`src/rtl/tdl_pkg.sv`:
```
package tdl_pkg;

    localparam int TDL_DATA_W    = 8;
    localparam int TDL_MAX_DELAY = 63;

    function automatic int tdl_sel_width(input int max_delay);
        return (max_delay < 1) ? 1 : $clog2(max_delay + 1);
    endfunction

endpackage

```
`src/rtl/tdl_stage_chain.sv`:
```
module tdl_stage_chain #(
    parameter int WIDTH  = 8,
    parameter int STAGES = 63
) (
    input  logic                          clk,
    input  logic                          rst,
    input  logic                          en,
    input  logic [WIDTH-1:0]              din,
    output logic [STAGES-1:0][WIDTH-1:0]  taps
);

    genvar s;
    generate
        for (s = 0; s < STAGES; s++) begin : g_stage
            if (s == 0) begin : g_head
                always_ff @(posedge clk) begin
                    if (rst) begin
                        taps[s] <= '0;
                    end else if (en) begin
                        taps[s] <= din;
                    end
                end
            end else begin : g_body
                always_ff @(posedge clk) begin
                    if (rst) begin
                        taps[s] <= '0;
                    end else if (en) begin
                        taps[s] <= taps[s-1];
                    end
                end
            end
        end
    endgenerate

endmodule

```
`src/rtl/tdl_tap_mux.sv`:
```
module tdl_tap_mux #(
    parameter int WIDTH  = 8,
    parameter int STAGES = 63,
    parameter int SEL_W  = 6
) (
    input  logic [WIDTH-1:0]              din,
    input  logic [STAGES-1:0][WIDTH-1:0]  taps,
    input  logic [SEL_W-1:0]              sel,
    output logic [WIDTH-1:0]              dout
);

    always_comb begin
        dout = din;
        for (int k = 1; k <= STAGES; k++) begin
            if (sel == SEL_W'(k)) begin
                dout = taps[k-1];
            end
        end
    end

endmodule

```
`src/rtl/tdl_top.sv`:
```
module tdl_top #(
    parameter int WIDTH     = tdl_pkg::TDL_DATA_W,
    parameter int MAX_DELAY = tdl_pkg::TDL_MAX_DELAY,
    parameter int SEL_W     = tdl_pkg::tdl_sel_width(MAX_DELAY)
) (
    input  logic             clk,
    input  logic             rst,
    input  logic             en,
    input  logic [WIDTH-1:0] din,
    input  logic [SEL_W-1:0] tap_sel,
    output logic [WIDTH-1:0] dout
);

    logic [MAX_DELAY-1:0][WIDTH-1:0] stage_q;

    tdl_stage_chain #(
        .WIDTH  (WIDTH),
        .STAGES (MAX_DELAY)
    ) u_chain (
        .clk  (clk),
        .rst  (rst),
        .en   (en),
        .din  (din),
        .taps (stage_q)
    );

    tdl_tap_mux #(
        .WIDTH  (WIDTH),
        .STAGES (MAX_DELAY),
        .SEL_W  (SEL_W)
    ) u_mux (
        .din  (din),
        .taps (stage_q),
        .sel  (tap_sel),
        .dout (dout)
    );

endmodule

```
`config.mk`:
```
export PLATFORM = sky130hd
export DESIGN_NAME = tdl_top
export DESIGN_NICKNAME = d
export VERILOG_FILES = /design/src/rtl/tdl_pkg.sv /design/src/rtl/tdl_stage_chain.sv /design/src/rtl/tdl_tap_mux.sv /design/src/rtl/tdl_top.sv
export SDC_FILE = /design/constraint.sdc
export NUM_CORES = 1
export LEC_CHECK = 0
export BUFFER_PORTS_ARGS = -buffer_cell sky130_fd_sc_hd__clkbuf_2
export CAP_MARGIN = 20
export CORE_ASPECT_RATIO = 0.5
export CORE_MARGIN = 2
export CORE_UTILIZATION = 40
export DETAILED_ROUTE_END_ITERATION = 12
export HOLD_SLACK_MARGIN = 0.02
export SLEW_MARGIN = 20
export SYNTH_ARGS = -nofsm -noshare
export SYNTH_HDL_FRONTEND = slang
export SYNTH_SLANG_ARGS = --single-unit
```
`constraint.sdc`:
```
create_clock -name clk -period 5 [get_ports clk]
set_input_delay 1 -clock clk [delete_from_list [all_inputs] [get_ports clk]]
set_output_delay 1 -clock clk [all_outputs]
set_load 0.05 [all_outputs]
```
-- Word level (Yosys, flattened, before mapping)
Index checks and enable logic that the tools add are counted.
- output and inout port bits: 8
- flip-flop bits (word level): 504
- muxes and demuxes: 63
- equality and inequality tests: 63
- operators with widths (cell ; count):
    $mux W8 ; 63
    $eq A6 B6 Y1 const B ; 32
    $eq A6 B5 Y1 const B ; 16
    $eq A6 B4 Y1 const B ; 8
    $eq A6 B3 Y1 const B ; 4
    $eq A6 B2 Y1 const B ; 2
    $eq A6 B1 Y1 const B ; 1

-- Depth between registers and ports, before layout
Gate-level depths: netlist of the first run.
- depth in word-level cells: 64
- gate-level depth with buffers: 13
- gate-level depth less buffers: 8

-- Modules after synthesis
A second synthesis of the first run with hierarchy kept.
- cells, all modules: 2746
- area, all modules: 25060.3 um2
- by module, submodules not included (module ; area an instance (um2) ; times used ; cells each):
    tdl_stage_chain ; 18071.1 ; 1 ; 1624
    tdl_tap_mux ; 6989.2 ; 1 ; 1122

-- Worst setup path after synthesis of the first run
Ideal clock, no wire load.
- path kind: input port to output port
- start: input port tap_sel[4]
- end: output port dout[1]
- data arrival time: 3.901 ns
- path buffers: 3
- cell stages on the path: 10
- path slack: 0.099 ns
- data required time: 4.000 ns
- cells stage by stage: buf_2 -> nor2b_1 -> buf_2 -> buf_2 -> nand2_1 -> o22ai_1 -> nor4b_1 -> o2111ai_1 -> a311o_1 -> a311oi_1
- longest elaborated chain between the ends: 64
- elaborated cells on any way between the ends: 126
- RTL lines (item ; RTL line ; text):
    start: declaration ; tdl_top.sv:10 ; input logic [SEL_W-1:0] tap_sel,
    $eq A6 B1 Y1 ; tdl_tap_mux.sv:15 ; if (sel == SEL_W'(k)) begin
    $mux W8 (62 in a row) ; tdl_tap_mux.sv:15 ;
    $mux W8 (*) ; tdl_tap_mux.sv:15 ;
    end: declaration ; tdl_top.sv:11 ; output logic [WIDTH-1:0] dout
Mark *: on every way between the ends. The rest lies on a longest branch, timed or not.

-- Worst setup path in the final report of the first run
- start: input port tap_sel[2]
- end: output port dout[3]
The elaborated chain is that of the path after synthesis.

==> results of run 1 <==
## power by group
part	switching (uW)	internal (uW)
combinational	577	360
sequential	8.77	4020
clock	1640	2000
total	2220	6380
## layout by cell type, fill, tap and decap left out, types with 12 or more instances in the layout
cell | Yosys | routed
o211ai_1 | 14 | 14
buf_4 | 11 | 288
nand2_1 | 112 | 111
nand3_1 | 43 | 43
o22ai_1 | 60 | 60
dfxtp_1 | 504 | 504
clkbuf_16 | 0 | 47
a22oi_1 | 30 | 30
o221ai_1 | 19 | 19
mux2i_1 | 527 | 527
a221oi_1 | 31 | 29
buf_12 | 0 | 21
nand4_1 | 12 | 12
clkbuf_2 | 0 | 12
a31oi_1 | 13 | 13
nor2_1 | 639 | 633
a211oi_1 | 23 | 22
a21oi_1 | 79 | 77
nor4_1 | 12 | 12
inv_1 | 12 | 12
o21ai_0 | 92 | 91
nand2b_1 | 14 | 14
nor3_1 | 26 | 24
## how the worst max path moves through the flow
stage	from	end	slack (ps)	depth (start not counted)
floorplan	tap_sel[4]	dout[1]	100	10
global placement	tap_sel[2]	dout[4]	-180	15
detailed placement	tap_sel[2]	dout[4]	-230	15
CTS	tap_sel[5]	dout[2]	7	12
global route	tap_sel[3]	dout[0]	-20	15
finish	tap_sel[2]	dout[3]	-40	12
## cell type report
type / count / area, um2
Multi-Input combinational cell: 1953 / 12900
Fill cell: 5722 / 30700
Sequential cell: 504 / 10100
Timing Repair Buffer: 325 / 2690
Tap cell: 780 / 976
Clock inverter: 19 / 199
Inverter: 12 / 45.0
Clock buffer: 65 / 1310
## Yosys cell counts (all sizes together) (5+ instances only)
library cell    n
o21ai          93
mux2           11
a31oi          13
nand2b         14
and2            7
o2111ai         8
a221oi         32
a221o           6
a211oi         24
nand4bb         6
o211ai         14
a22oi          30
nor4           12
clkbuf         77
a21oi          79
inv            12
a22o           10
buf           110
nand2         113
nand4          12
dfxtp         504
o31ai           5
o22ai          60
o221ai         19
nand4b          7
nor2b          11
and4            6
a222oi          7
nor2          643
or4             5
and3            8
nand3          44
a21o            9
a2111oi        12
o21a            5
mux2i         527
nor3           29
## metal layers
layer / track usage, % / up-vias / wire [um] / share of wire (%)
met5: 0 / - / 20 / 0.024
met1: 37.0 / 10300 / 37700 / 45
li1: - / 9930 / - / -
met2: 41.5 / 800 / 36600 / 44
met4: 8.21 / 2 / 2490 / 3.0
met3: 6.45 / 150 / 7210 / 8.6
## through the flow
step / setup TNS, ps / instance area (um2) / total power (uW) / std cells
floorplan: 0 / 23800 / 4640 / 2656
global placement: -694 / 26600 / 5030 / 3571
detailed placement: -736 / 26600 / 5020 / 3571
CTS: 0 / 28100 / 8650 / 3657
global route: -32.4 / 28200 / 8880 / 3658
finish: -42.2 / 28200 / 8600 / 3658
## kinds of logic after synthesis
kind of cell,after synthesis
and+or+nand+nor,943
muxes,539
DFF,504
AOI/OAI and AO/OA,470
buffers and inverters,199
xor gates and xnor gates,1
## what timing repair did
item	CTS	global route
gates cloned	0	0
gates resized for setup	5	21
pin swaps	1	2
setup buffers	2	1
endpoints found under the setup margin	7	7
## critical path, delay by kind of cell
kind / cells / cell delay, ps
compound gates: 4 / 1110
simple gates: 3 / 830
buf+inv: 5 / 1080
==> summary by stage, run 1 <==
Yosys
The dominant synthesized flop cell is dfxtp_1. Dividing the synthesized area by the synthesized cell count gives approximately 9 um2. The total number of yosys warnings is 0. The count of unique library cells instantiated by Yosys is just under 90.

The async set-reset flop share out of synthesis is 0%. The post-synthesis share of cell area spent on xor and xnor gates is less than 1%. The combinational family with the most area after synthesis is multiplexers. Counting flops and latches in the post-synthesis netlist gives approximately 500. Synthesis produced a netlist whose cell count is about 2.7k.

Summing the areas of all compound-gate instances in the mapped netlist gives a little over an eighth of the synthesized area. Counting every net in the synthesized netlist gives 2673. The area fraction in and, or, nand and nor cells after synthesis is 17.4%. In the synthesized netlist, mux cells make up between 20% and 30% of the area. The arithmetic-cell share of the synthesized area counting full adders, half adders and majority gates is 0%. After synthesis, the cell types taking the most area are dfxtp_1, mux2i_1, nor2_1, o21ai_0, nand2_1. The synthesized netlist occupies a cell area of 23800 um2. The synthesized design spends more area on one cell type than any other, namely dfxtp_1.

The share of the synthesized area in the top cell type is a little over two fifths. The part of the Yosys area used for sequential elements is between 40% and 50%. In this run, synthesis inferred 0 flip-flops with an integrated enable.

Global route
The initial antenna violation count is 3. Entering global routing, the biggest net connects 143 pins. The via count of the first global-routing pass is ~20k. The global-route wire length before repair is around 130000 um.

Global routing finished with a remaining overflow of 0. The aggregate global-route resource usage is a little over a quarter.

STA
The tightest hold path in the finished design has a slack of between 400 and 500 ps. Measured against its own limit, the worst slew margin works out to between 30% and 40%. The portion of the clock cycle consumed by the worst path in the final layout is 101%.

The number of hold violations in the final report came to 0. The maximum clock rate is around 200 MHz. The transition time at the pin with the least slew margin is roughly 1000 ps. For the final database, setup skew stands at around 24 ps.

Setup violations remaining at the end of the flow were counted as 2. The shortest period the worst path allows is slightly above 5000 ps. The final number of max-transition violations is 0. Setup repair after global routing could not meet its margin everywhere.

The post-layout worst setup margin is -35.2 ps.

Setup path
The standard cell with the maximum stage delay on the critical path is and4b_1. The delay of the slowest cell on the worst path is about 540 ps. The worst endpoint data arrival time is between 4000 and 5000 ps. The critical path is of the in2out type. The critical register-to-register path endpoint is u_chain.taps[154]. The worst path required time is ~4000 ps.

Across all register-to-register paths, the minimum setup slack is 4200 ps. STA classifies the critical path endpoint as an output pin. The critical path goes through clkbuf_4 -> buf_4 -> and4b_1 -> nand2_1 -> o221ai_1 -> nor3_1 -> buf_4 -> o211ai_1 -> buf_4 -> o211ai_1 -> a211o_1 -> clkbuf_2. The most used cell along the critical path is buf_4. The worst register-to-register path has a depth of 2. In this run the critical register-to-register path is launched from u_chain.taps[146]. Of all nets on the critical path, the largest fanout is 14. The worst setup path is launched from an input port.

CTS
After clock tree synthesis, the flow added hold-fix buffers numbering 0. The number of clock buffers added by TritonCTS is 47. The clock reaches the later pin of the worst-skew pair after around 600 ps. CTS placed an instance of clkbuf_16 at the clock tree root. TritonCTS built the clock tree. Clock-pin slew was measured on the worst setup and hold paths at 60 ps. Counting along the longest clock path gives a buffer depth of 3. The maximum level of the CTS H-tree is 2. The clock sink count is around 500.

Pwr
Dividing total power by cell area gives a power density of between 300 and 400 nW/um2. Across the VDD grid, the largest voltage drop is about 0.27 mV. Summed over all cells, the static leakage comes to 0.0121 uW.

Placement
After legalization and detailed placement, the total HPWL measured 62600 um. In this run the tool buffered the top-level ports with 24 buffer cells. The worst slack after detailed placement is -226 ps. The congestion estimate from routability-driven global placement came to around 0.98.

Finish
The share of the core filled with cells is about 48%. The most flop-heavy register is u_chain.taps. In the final layout, the registers with the most flip-flops are u_chain.taps: 504 flops. The final net count is between 2k and 3k.

The area growth from synthesis to final layout is 18.7%. The fraction of final layout cells sized beyond drive strength 1 is between 15 and 20%. The number of antenna diodes in the final layout is 0. The number of flip-flops in the largest register is 504.

Floorplan
The top-level I/O count is 25. The die width is about 350 um. After floorplanning, the core was divided into 63 placement rows. In this run the vertical extent of the chip is 176 um.

The core box area is between 50000 and 60000 um2. The die covers around 61000 um2. The effective utilization at floorplan is between 40% and 50%.

Status
The flow ran to the end, but the final reports show violations. The final reports fail on setup timing.

Min path
For hold timing, the worst endpoint is u_chain.taps[503]. In this run the most critical hold path is launched from u_chain.taps[503]. The hold path depth is 2. The worst hold path belongs to the class reg2reg.

Detailed routing
The post-route DRC violation count is 0. The via count is roughly 21k. The total iterations of the first detailed-routing run is 6. The final layout contains routed wiring with a total length of 84100 um. After detailed routing, the number of vias per cell comes to 5.78.

The routed length per placed instance is roughly 23 um. The number of routed nets with antenna violations is 0. The initial DRC count is around 2.1k.

Flow run
The max-capacitance violation count is 0.
(Power assumes the default switching activity.)
==> run 2, diff against run 1 <==
--- a/config.mk
+++ b/config.mk
@@ -12,6 +12,7 @@
 export CORE_UTILIZATION = 40
 export DETAILED_ROUTE_END_ITERATION = 12
 export HOLD_SLACK_MARGIN = 0.02
+export PLACE_DENSITY = 0.63
 export SLEW_MARGIN = 20
 export SYNTH_ARGS = -nofsm -noshare
 export SYNTH_HDL_FRONTEND = slang
==> summary by stage, run 2 (same netlist as run 1, synthesis figures left out) <==
Finish
The number of fillers in the final layout is approximately 5.7k. The sequential cell area is 10100 um2. The area growth from synthesis to final layout is 17.4%. The number of flip-flops in the largest register is approximately 500. The fraction of final layout cells sized beyond drive strength 1 is ~14%.

Measured on the finished design, the core utilization comes to approximately 47%. Leaving out fill and tap cells, the most frequent cell in the layout is nor2_1. The largest registers in the layout are u_chain.taps: 504 flops. In the layout the commonest cells are nor2_1, mux2i_1, dfxtp_1. The area of the multi-input gates is about 13000 um2. The final net count is about 2.8k. The most flop-heavy register is u_chain.taps.

Setup path
The kind of cell adding the most delay to the critical path is compound AO/OA/AOI/OAI gates. The number of cells on the worst reg-to-reg path is 2. The critical path buffer and inverter count is 5. On the critical path, the stage with the largest delay is an instance of or3b_1.

The setup check on the worst reg-to-reg path leaves a slack of between 4000 and 5000 ps. The type of element launching the critical path is an input port. The most used cell along the critical path is buf_4.

Along the worst path, the maximum fanout reaches 7. The critical register-to-register path endpoint is u_chain.taps[420]. STA puts the critical path data required time at ~4000 ps. For the worst setup path, the data arrival time is approximately 3900 ps. Traced cell by cell, the critical path runs through clkbuf_4 -> buf_4 -> buf_4 -> or3b_1 -> a211oi_4 -> buf_4 -> a311o_1 -> a31oi_1 -> o211ai_1 -> o211ai_1 -> a211o_1 -> clkbuf_4. The critical setup path kind is in2out. The type of destination of the critical path is an output pin. The startpoint identified for the worst register-to-register timing path is u_chain.taps[412]. The delay of the slowest cell on the worst path is roughly 420 ps.

Placement
Prior to clock tree synthesis, the placed netlist has a worst setup slack of -354 ps. The half-perimeter wire length of the detailed placement result is 58300 um. The number of buffer cells added on primary ports is 24. The routability congestion estimate from global placement is 0.981.

CTS
The insertion delay to the later sink of the worst-skew pair is 600 ps. The maximum level of the CTS H-tree is 2. For this design, the sink count on the clock tree is between 500 and 600. The count of hold buffers inserted by post-cts repair is 0. The total CTS buffers is 48. The library cell used as clock root buffer is clkbuf_16. The clock tree buffer depth is 3.

TritonCTS built the clock tree. The clock-pin slew of the registers on the worst-case setup and hold paths is roughly 60 ps.

Min path
The hold path depth is 2. The startpoint identified for the worst hold timing path is u_chain.taps[497]. The hold path endpoint is u_chain.taps[497]. The worst hold path belongs to the class reg2reg.

Floorplan
The die width is roughly 350 um. The effective utilization at floorplan is approximately 40%. The floorplan die height is roughly 180 um.

The core box area is 59000 um2. The number of rows created at floorplan is 63. The area of the die is around 61000 um2.

The top-level I/O count is 25.

STA
The portion of the clock cycle consumed by the worst path in the final layout is between 90 and 100%. Across all setup checks in the final design, the least slack found is around 56 ps. For the pin with the worst max-slew slack, the measured transition is 860 ps. The worst pin sits at a relative slew slack of between 40% and 50%. The final worst clock skew is approximately 17 ps. The maximum clock rate is 202 MHz.

The shortest period the worst path allows is between 4000 and 5000 ps. Setup violations remaining at the end of the flow were counted as 0. On the final layout, the worst hold slack is 503 ps. Setup repair after global routing left no endpoint under its margin. The final number of max-transition violations is 0. The number of hold violations in the final report was 0.

Pwr
The total chip power is 8720 uW. The reported net switching power is 2200 uW. Of the total power, combinational logic draws a little over a tenth. The maximum resistive drop on vdd is around 0.25 mV. The clock network is responsible for 43.4% of the overall power.

For this design the ratio of total power to cell area is ~310 nW/um2. The leakage power total is between 0.01 and 0.015 uW. The share of total power dissipated in sequential elements is approximately 46%. The cell internal power dissipation is approximately 6500 uW. The switching part of the total power is roughly a quarter.

Global route
The first global-routing pass estimated 123000 um of wire. The via count of the first global-routing pass came to around 20k. Global routing used approximately 26% of the available tracks.

The total congestion overflow after global routing is 0. The initial antenna violation count is 0. Entering global routing, the biggest net connects approximately 130 pins.

Detailed routing
The number of vias per cell after detailed routing is 5.92. Before antenna repair, the detailed router went through 7 iterations. The post-route DRC violation count is 0.

The number of routed nets with antenna violations is 0. The routed design has approximately 80000 um of wire. The routed length per placed instance is 22.4 um.

The via count is 21.3k. After the first detailed-routing iteration, the DRC count stood at ~2.5k.

Flow run
Max-cap violations in this run came to 0.

Status
The flow ran to the end, and the final reports show no timing, DRC or antenna violations.
run 2: power groups by stage:
stage / Combinational [uW] / Clock (uW) / Sequential (uW)
2_1_floorplan: 527 / 0 / 4120
3_3_place_gp: 862 / 0 / 4120
3_5_place_dp: 864 / 0 / 4120
4_1_cts: 871 / 3840 / 4030
5_1_grt: 938 / 3990 / 4030
6_report: 904 / 3790 / 4030
run 2: cell type report:
class                   count  area share, %
multi-input cells        1953           46.5
flip-flops and latches    504           36.2
repair buffers            256           7.96
clock buffers              70           4.89
well taps                 780           3.50
clock inverters            17          0.821
inverters                  12          0.162
diodes                      1        0.00897
run 2: metrics by stage:
step                std cells  instance area, um2  TNS, ps
floorplan                2656               23800        0
global placement         3503               26100     -818
detailed placement       3503               26100     -750
CTS                      3590               27800        0
global route             3592               27900        0
finish                   3593               27900        0
run 2: repair_timing:
action	CTS	global route
buffers inserted	0	2
gates resized for setup	11	24
pin swaps	3	5
hold endpoints to repair	0	0
cloned	0	0
endpoints found under the setup margin	3	7
run 2: layer usage:
metal / wire (um) / global-route usage, % / up-vias
li1: - / - / 9809
met4: 2320 / 7.51 / 0
met1: 36600 / 36.8 / 10300
met3: 6740 / 4.65 / 158
met2: 34900 / 39.2 / 970
met5: 0 / 0 / -
run 2: worst register-to-register path, stage by stage (launching register included):
cell,delay [ps]
dfxtp_1,490
mux2i_1,120
nor2_1,110
run 2: worst max-delay path by stage:
stage,from,to,slack (ps),depth (start not counted)
4_1_cts,tap_sel[2],dout[0],8,13
3_5_place_dp,tap_sel[2],dout[1],-350,13
3_3_place_gp,tap_sel[2],dout[1],-380,13
5_1_grt,tap_sel[2],dout[0],2,13
2_1_floorplan,tap_sel[4],dout[1],100,10
6_report,tap_sel[2],dout[3],60,12
==> run 3, diff against run 2 <==
==> constraint.sdc (replaced) <==
create_clock -name clk -period 5.4 [get_ports clk]
set_input_delay 1.08 -clock clk [delete_from_list [all_inputs] [get_ports clk]]
set_output_delay 1.08 -clock clk [all_outputs]
set_load 0.05 [all_outputs]
==> summary by stage, run 3 (same netlist as run 1, synthesis figures left out) <==
Status
The run finished with clean final reports.

Setup path
The most critical setup path has its startpoint at tap_sel[2]. The type of element launching the critical path is an input port. Data on the critical path is required at its endpoint by 4320 ps. In this run the critical register-to-register path is launched from u_chain.taps[468].

STA puts the critical path data arrival time at roughly 4300 ps. The type of destination of the critical path is an output pin. The setup path with the least slack is of type in2out. In this run the worst path has a maximum fanout of 17.

Pwr
The power per cell area is between 200 and 300 nW/um2. The total chip power is slightly below 8000 uW. The maximum resistive drop on vdd is 0.185 mV. The analysis attributes to cell leakage a power of about 0.012 uW.

STA
The maximum clock rate is roughly 190 MHz. The transition time at the pin with the least slew margin is approximately 1000 ps. Setup repair after global routing left no endpoint under its margin.

The number of hold violations in the final report is 0. Measured against its own limit, the worst slew margin works out to ~33%. The final number of max-transition violations is 0. The final worst clock skew is 10.2 ps. The aggregate negative setup slack is 0 ps. The portion of the clock cycle consumed by the worst path in the final layout is approximately 100%.

The post-layout worst setup margin is around 23 ps. The final setup violation count is 0. After layout, the minimum clock period comes to about 5400 ps.

Floorplan
The floorplan step defined a core boundary enclosing around 60000 um2. The floorplan die height is around 180 um. The floorplan step set the die width to between 300 and 400 um. The die covers 61500 um2. The floorplan has 63 rows. The top-level I/O count is 25. The initial utilization of the core area, before any placement, comes to between 40 and 50%.

Finish
At the end of the flow, the number of nets in the layout was roughly 2.7k. The largest registers in the layout are u_chain.taps: 504 flops. Leaving out fill and tap cells, the most frequent cell in the layout is nor2_1. The register with the most flip-flops in the layout has between 500 and 600 of them. The area growth from synthesis to final layout is 14.8%.

The number of antenna repair diodes is 0. In the layout the commonest cells are nor2_1, mux2i_1, dfxtp_1. Once layout is done, the placed cells without fillers occupy 27300 um2.

The fraction of final layout cells sized beyond drive strength 1 is a little under an eighth. More flip-flops sit in one register than any other, and that register is u_chain.taps.

CTS
The total CTS buffers is 47. For the worst-skew pair, the clock arrives at the later sink with an insertion delay of ~570 ps. Counting every sink on the clock net gives about 500. The clock tree buffer depth is 3. In this run the number of H-tree levels came out at 2. The library cell used as clock root buffer is clkbuf_16. After clock tree synthesis, the clock-pin slew on the worst setup and hold paths is 60 ps.

The clock tree from TritonCTS is built. The setup fix buffers added after clock tree synthesis is 0.

Detailed routing
The number of routed nets with antenna violations is 0. Using the TritonRoute via totals, the vias-per-cell ratio works out to around 5.9. After the first detailed-routing iteration, the DRC count stood at between 2k and 3k. In the final routed layout, each cell accounts on average for 22.9 um. The via count is 21.0k. The total iterations of the first detailed-routing run is 6. The routed design has about 81000 um of wire. The post-route DRC violation count is 0.

Min path
The startpoint identified for the worst hold timing path is u_chain.taps[497]. The worst hold path class is reg2reg.

Placement
The half-perimeter wire length of the detailed placement result is 59400 um. The worst slack after detailed placement is -258 ps. The congestion estimate from routability-driven global placement came to 1.04. The area of placed instances is 25700 um2. Port buffering added 24 buffers.

Global route
The aggregate global-route resource usage is about 26%. The via count of the first global-routing pass is 19.6k. Entering global routing, the biggest net connects 150 pins. The initial antenna violation count is 1. The total congestion overflow after global routing is 0.

The global-route wire length before repair is 122000 um.

Flow run
The max-capacitance violation count is 0.
==> run 3: cell types whose count changed in the layout (fill, tap and decap cells not counted), moves of 3 or more <==
cell / delta
buf_4: -44
buf_12: -4
clkbuf_8: +4
clkinv_2: -4
nand3_1: +4
nand3_2: -4
a221oi_1: +3
and2_1: -3
clkbuf_4: -3
clkinvlp_4: +3
nor2_1: -3
==> run 3: layout make-up <==
type	count	area, um2
Tap cell	780	976
Clock inverter	12	154
Sequential cell	504	10100
Multi-Input combinational cell	1953	12900
Timing Repair Buffer	207	1780
Inverter	12	45.0
Fill cell	5768	31700
Clock buffer	72	1370
==> run 3: worst max-delay path, cell delays in order <==
cell	delay, ps
clkbuf_4	270
buf_4	210
nand4bb_1	480
nor2_4	410
a221o_1	220
a2111oi_2	60
o31a_1	160
o21ai_0	490
buf_4	210
nand4b_1	130
a21oi_1	360
buf_12	190
==> run 3: metal layers <==
layer / up-vias / GRT usage, % / part of all wire, %
li1: 9721 / - / -
met1: 10200 / 35.9 / 45
met2: 897 / 39.4 / 43
met3: 186 / 5.27 / 8.6
met4: 2 / 8.37 / 3.4
met5: - / 0 / 0.014
==> run 3: final timing paths <==
path,to,slack [ps],cells after the start
setup reg to reg,u_chain.taps[476],4620,2
setup / recovery,dout[2],20,12
hold reg to reg,u_chain.taps[497],490,2
hold / removal,u_chain.taps[497],490,2
==> run 3: power breakdown <==
| part | internal, uW | switching, uW |
|---|---|---|
| Sequential | 3720 | 7.50 |
| Clock | 1890 | 1470 |
| Combinational | 290 | 513 |
==> run 3: per-stage QoR <==
stage / cells / util (%) / hold slack, ps
after detailed placement: 3456 / 43.6 / 484
after global placement: 3456 / 43.6 / 468
final: 3540 / 46.3 / 495
after CTS: 3540 / 46.2 / 500
after floorplan: 2656 / - / 454
after global routing: 3540 / 46.3 / 537
==> run 3: timing repair <==
item,in CTS,in global routing
setup endpoints to repair,5,8
endpoints found under the hold margin,0,0
gates resized for setup,6,12
hold buffers,0,0
